### src/rtl/pwmg_pkg.sv
package pwmg_pkg;

    localparam int PER_W    = 10;
    localparam int PSC_W    = 6;
    localparam int DATA_W   = 16;
    localparam int SEL_W    = 2;
    localparam int FULL_BIT = PER_W;

    localparam logic [PER_W-1:0] PER_RST = PER_W'(4);

    typedef enum logic [SEL_W-1:0] {
        SEL_PERIOD = 2'd0,
        SEL_HIGH   = 2'd1,
        SEL_DIV    = 2'd2,
        SEL_NONE   = 2'd3
    } sel_e;

    typedef struct packed {
        logic [PER_W-1:0] period;
        logic [PER_W-1:0] high;
        logic             full;
        logic [PSC_W-1:0] div;
    } cfg_t;

    localparam cfg_t CFG_RST = '{period: PER_RST, high: '0, full: 1'b0, div: '0};

    function automatic logic wave_level(cfg_t c, logic [PER_W-1:0] cnt);
        logic lvl;
        if (c.period == '0)
            lvl = c.full || (c.high != '0);
        else if (c.full)
            lvl = 1'b1;
        else
            lvl = (cnt < c.high);
        return lvl;
    endfunction

endpackage

### src/rtl/pwmg_cfg_regs.sv
module pwmg_cfg_regs
    import pwmg_pkg::*;
(
    input  logic              clk,
    input  logic              rst,
    input  logic              wr_en,
    input  logic [SEL_W-1:0]  wr_sel,
    input  logic [DATA_W-1:0] wr_data,
    input  logic              load,
    output cfg_t              work
);

    cfg_t stage;

    always_ff @(posedge clk) begin
        if (rst) begin
            stage <= CFG_RST;
            work  <= CFG_RST;
        end else begin
            if (wr_en) begin
                case (sel_e'(wr_sel))
                    SEL_PERIOD: stage.period <= wr_data[PER_W-1:0];
                    SEL_HIGH: begin
                        stage.high <= wr_data[PER_W-1:0];
                        stage.full <= wr_data[FULL_BIT];
                    end
                    SEL_DIV:    stage.div <= wr_data[PSC_W-1:0];
                    default:    ;
                endcase
            end
            if (load)
                work <= stage;
        end
    end

    // working set only moves on a period boundary
    p_work_hold_r9: assert property (@(posedge clk) disable iff (rst)
        !load |=> $stable(work));

    // period field captured from the low data bits
    p_stage_period_r2: assert property (@(posedge clk) disable iff (rst)
        (wr_en && wr_sel == SEL_PERIOD) |=> stage.period == $past(wr_data[PER_W-1:0]));

    // select 3 leaves staging untouched
    p_stage_none_r2: assert property (@(posedge clk) disable iff (rst)
        (wr_en && wr_sel == SEL_NONE) |=> $stable(stage));

endmodule

### src/rtl/pwmg_prescaler.sv
module pwmg_prescaler
    import pwmg_pkg::*;
(
    input  logic             clk,
    input  logic             rst,
    input  logic [PSC_W-1:0] div,
    output logic             tick
);

    logic [PSC_W-1:0] pcnt;

    assign tick = (pcnt == div);

    always_ff @(posedge clk) begin
        if (rst)
            pcnt <= '0;
        else if (tick)
            pcnt <= '0;
        else
            pcnt <= pcnt + PSC_W'(1);
    end

    // divider count never passes the working divider
    p_pcnt_range_r3: assert property (@(posedge clk) disable iff (rst)
        pcnt <= div);

    // a nonzero divider leaves a gap after each tick
    p_tick_gap_r3: assert property (@(posedge clk) disable iff (rst)
        (tick && div != '0) |=> (!tick || div == '0));

endmodule

### src/rtl/pwmg_period_ctr.sv
module pwmg_period_ctr
    import pwmg_pkg::*;
(
    input  logic             clk,
    input  logic             rst,
    input  logic             tick,
    input  logic [PER_W-1:0] period,
    output logic [PER_W-1:0] cnt,
    output logic             wrap
);

    assign wrap = tick && (cnt == period);

    always_ff @(posedge clk) begin
        if (rst)
            cnt <= '0;
        else if (wrap)
            cnt <= '0;
        else if (tick)
            cnt <= cnt + PER_W'(1);
    end

    // counter stays within 0..P
    p_cnt_range_r4: assert property (@(posedge clk) disable iff (rst)
        cnt <= period);

    // counter steps by one on a non-final tick
    p_cnt_step_r4: assert property (@(posedge clk) disable iff (rst)
        (tick && cnt != period) |=> cnt == $past(cnt) + PER_W'(1));

    // no tick, no count change
    p_cnt_idle_r3: assert property (@(posedge clk) disable iff (rst)
        !tick |=> $stable(cnt));

endmodule

### src/rtl/pwmg_wave.sv
module pwmg_wave
    import pwmg_pkg::*;
(
    input  cfg_t             cfg,
    input  logic [PER_W-1:0] cnt,
    output logic             level
);

    always_comb begin
        level = wave_level(cfg, cnt);
    end

endmodule

### src/rtl/pwmg_top.sv
module pwmg_top
    import pwmg_pkg::*;
(
    input  logic              clk,
    input  logic              rst,
    input  logic              wr_en,
    input  logic [SEL_W-1:0]  wr_sel,
    input  logic [DATA_W-1:0] wr_data,
    output logic              pwm_out
);

    cfg_t             work;
    logic             tick;
    logic             wrap;
    logic [PER_W-1:0] cnt;

    pwmg_cfg_regs u_regs (
        .clk     (clk),
        .rst     (rst),
        .wr_en   (wr_en),
        .wr_sel  (wr_sel),
        .wr_data (wr_data),
        .load    (wrap),
        .work    (work)
    );

    pwmg_prescaler u_psc (
        .clk  (clk),
        .rst  (rst),
        .div  (work.div),
        .tick (tick)
    );

    pwmg_period_ctr u_ctr (
        .clk    (clk),
        .rst    (rst),
        .tick   (tick),
        .period (work.period),
        .cnt    (cnt),
        .wrap   (wrap)
    );

    pwmg_wave u_wave (
        .cfg   (work),
        .cnt   (cnt),
        .level (pwm_out)
    );

    // override drives the output high
    p_full_high_r6: assert property (@(posedge clk) disable iff (rst)
        work.full |-> pwm_out);

    // zero high time without override keeps output low
    p_zero_low_r8: assert property (@(posedge clk) disable iff (rst)
        (!work.full && work.high == '0) |-> !pwm_out);

    // zero period with any nonzero setting holds output high and steady
    p_per0_steady_r7: assert property (@(posedge clk) disable iff (rst)
        (work.period == '0 && (work.full || work.high != '0) && !wrap) |=> pwm_out);

    // output can only fall when the counter reaches the high time
    p_fall_point_r5: assert property (@(posedge clk) disable iff (rst)
        (work.period != '0 && !work.full && !wrap && $fell(pwm_out)) |-> cnt == work.high);

endmodule

### config.mk
export PLATFORM = sky130hd
export DESIGN_NAME = pwmg_top
export DESIGN_NICKNAME = d
export VERILOG_FILES = /design/src/rtl/pwmg_pkg.sv /design/src/rtl/pwmg_cfg_regs.sv /design/src/rtl/pwmg_prescaler.sv /design/src/rtl/pwmg_period_ctr.sv /design/src/rtl/pwmg_wave.sv /design/src/rtl/pwmg_top.sv
export SDC_FILE = /design/constraint.sdc
export NUM_CORES = 1
export LEC_CHECK = 0
export BUFFER_PORTS_ARGS = -buffer_cell sky130_fd_sc_hd__clkbuf_2
export CAP_MARGIN = 20
export CORE_MARGIN = 5
export CORE_UTILIZATION = 30
export CTS_BUF_LIST = sky130_fd_sc_hd__clkbuf_16
export DETAILED_ROUTE_END_ITERATION = 12
export SLEW_MARGIN = 20
export SYNTH_ARGS = -nofsm -noshare
export SYNTH_HDL_FRONTEND = slang
export SYNTH_SLANG_ARGS = --single-unit
### constraint.sdc
create_clock -name clk -period 1.9 [get_ports clk]
set_clock_uncertainty 0.15 [all_clocks]
set_input_delay 0.57 -clock clk [delete_from_list [all_inputs] [get_ports clk]]
set_output_delay 0.57 -clock clk [all_outputs]
set_load 0.02 [all_outputs]
==> flow_metrics.env <==
export IMPL_dieArea_sq_mm=0.0136
export IMPL_drc=0
export IMPL_synth_top_area_frac=0.410
export IMPL_cts_root_buf="clkbuf_16"
export IMPL_cts_num_sinks=70
export IMPL_rr_worst_depth=8
export IMPL_yosysSeqAreaShare=0.410
export IMPL_sequentialPowerShare=0.414
export IMPL_hold_path_endpoint="u_regs.stage[6]"
export IMPL_wl_per_cell_microns=14.0
export IMPL_final_hold_viol_count=0
export IMPL_setup_viol=23
export IMPL_clockBufferDepth=2
export IMPL_fillers=1069
export IMPL_vias=2628
export IMPL_synth_seq_cells=70
export IMPL_crit_path_end_kind="output port"
export IMPL_cp_data_required_time_ns=1.18
export IMPL_grt_ovfl_total=0
export IMPL_tritoncts="built"
export IMPL_p_per_area_mw_per_mm2=801
export IMPL_fmax_ghz=0.373
export IMPL_yosysUniqueCellTypes=38
export IMPL_start_util=0.303
export IMPL_first_global_vias=2580
export IMPL_cp_arrival_ns=1.96
export IMPL_tightest_slew_ns=0.382
export IMPL_clk_pin_slew_ns=0.06
export IMPL_vias_per_cell=4.68
export IMPL_cap_violations=0
export IMPL_p_switching_uw=969
export IMPL_final_area_sq_mm=0.00462
export IMPL_chipHeight_microns=117
export IMPL_placedCellCount=533
export IMPL_core_sq_mm=0.0113
export IMPL_layout_nets=446
export IMPL_grt_max_degree=58
export IMPL_reg2reg_slack_ns=-0.10
export IMPL_dp_slack_ns=-0.374
export IMPL_fin_cells=562
export IMPL_routed_wirelength_microns=7890
export IMPL_worst_slew_margin_rel=0.744
export IMPL_pwr_share_clk=0.416
export IMPL_postPlaceCellArea_sq_mm=0.00389
export IMPL_p_leak_uw=0.00177
export IMPL_synth_ff_type="dfxtp_1"
export IMPL_multi_input_area_sq_mm=0.00207
export IMPL_hold_path_class="input pin to flip-flop"
export IMPL_worstHoldPathCells=3
export IMPL_syn_num_nets=392
export IMPL_criticalPathCategory="flip-flop to output port"
export IMPL_ant_nets=0
export IMPL_worstSkewPairLatency_ns=0.33
export IMPL_synth_area_leader_cell="dfxtp_1"
export IMPL_worst_slack_ns=-0.781
export IMPL_grt_pass1_wl_microns=12800
export IMPL_insertedDiodeCount=0
export IMPL_drive_gt1_frac=0.282
export IMPL_cts_htree_levels=3
export IMPL_syn_to_final_growth_pct=35.1
export IMPL_io_pins=22
export IMPL_vdd_drop_max_mv=0.576
export IMPL_layout_min_cycle_time_ns=2.68
export IMPL_numCtsBuffers=9
export IMPL_mostFrequentLayoutCell="dfxtp_1"
export IMPL_grt_util_all_layers=0.120
export IMPL_final_cell_mix="dfxtp_1, nand2b_1, mux2i_1"
export IMPL_crit_fanout=2
export IMPL_tns_ns=-2.03
export IMPL_intPower_uw=2730
export IMPL_antenna_found_initial=0
export IMPL_seq_area_sq_mm=0.00141
export IMPL_synth_edf_count=0
export IMPL_synthCells=360
export IMPL_maxSlewViolCount=0
export IMPL_netlist_area_sq_mm=0.00342
export IMPL_ctsHoldBuffers=0
export IMPL_synth_async_reset_ratio=0
export IMPL_period_share=1.41
export IMPL_rows=39
export IMPL_synth_avg_cell_area_sq_um=9.49
export IMPL_rsz0062_at_grt="true"
export IMPL_dr_pass1_iters=4
export IMPL_switching_share=0.262
export IMPL_die_w_microns=117
export IMPL_synth_area_top_cells="dfxtp_1, mux2i_1, nand2b_1"
export IMPL_portBuffers=16
export IMPL_ys_warn_count=0
export IMPL_worst_setup_path_start_kind="flip-flop"
export IMPL_violations="negative setup slack"
export IMPL_finalPower_uw=3700
export IMPL_comb_power_share=0.170
export IMPL_gp_congestion=0.798
export IMPL_hp_start="wr_data[10]"
export IMPL_hpwlAfterDp_microns=5090
export IMPL_rr_endpoint="u_regs.work[25]"
export IMPL_regToRegStartpoint="u_ctr.cnt[0]"
export IMPL_status="finished with violations"
export IMPL_drt_initial_drc_count=143
## synthesized netlist by cell type (5+ instances only)
cell type and instances:
buf_1 5, inv_1 9, ha_1 11, a31oi_1 7
dfxtp_1 70, clkbuf_1 12, nand3_1 18, mux2i_1 53
nor3_1 7, a21oi_1 6, nand2_1 14, xnor2_1 10
xor2_1 10, nand2b_1 53, nor2_1 37
## worst max-delay path, stage by stage, from the launching register on
cell      delay [ns]
dfxtp_2         0.33
inv_2           0.05
ha_4            0.23
a21o_1          0.16
a21oi_2         0.11
nor2b_1         0.06
o31ai_1         0.25
a311o_1         0.27
clkbuf_8        0.16
## power by group through the flow
stage	registers, uW	clock network, uW	logic (uW)
floorplan	1570	0	303
global placement	1560	0	441
detailed placement	1560	0	448
CTS	1530	1570	564
global route	1530	1650	672
finish	1530	1540	628
## cell type report
class                      instances  share of cell area
multi-input combinational        261               0.448
sequential                        70               0.306
timing repair buffer              63               0.141
clock buffer                       9              0.0488
tap                              143              0.0388
clock inverter                     7              0.0108
inverter                           9             0.00732
## routing by layer
layer,GRT usage,share of wire
met5,0,0
met4,0.0398,0.017
met3,0.0301,0.042
met2,0.188,0.49
met1,0.161,0.45
## state kept, by name, summed over array words and instances, names as in the netlist
register,cells
u_ctr.cnt,10
u_psc.pcnt,6
u_regs.stage,27
u_regs.work,27
## worst max path at each step
| stage | from | endpoint | slack, ns | cells after the start |
|---|---|---|---|---|
| floorplan | u_regs.work[10] | pwm_out | -0.19 | 7 |
| detailed placement | u_regs.work[14] | pwm_out | -0.37 | 7 |
| finish | u_regs.work[10] | pwm_out | -0.78 | 8 |
| CTS | u_regs.work[10] | pwm_out | -0.72 | 8 |
| global route | u_regs.work[10] | pwm_out | -0.80 | 8 |
| global placement | u_regs.work[10] | pwm_out | -0.39 | 8 |
## what timing repair did
item,4_1_cts,5_1_grt
endpoints found under the setup margin,32,38
gates resized for setup,18,31
buffers inserted,5,3
gates cloned,4,2
hold endpoints to repair,0,0
pin swaps,10,13
## kinds of logic (layout without fill, tap and decap cells)
group,Yosys count,count (layout),synth area share
AO/OA/AOI/OAI,23,23,0.0450
flip-flops,70,70,0.410
multiplexers,53,53,0.155
buffers and inverters,29,88,0.0436
adder cells (fa/ha/maj),11,11,0.0403
AND/OR/NAND/NOR,154,154,0.254
XOR/XNOR,20,20,0.0513
## metrics by stage
stage	util	hold slack (ns)
3_3_place_gp	0.345	0.312
6_report	0.409	0.326
2_1_floorplan	-	0.294
5_1_grt	0.409	0.356
3_5_place_dp	0.345	0.316
4_1_cts	0.391	0.320
Power figures use the tool's default switching activity.
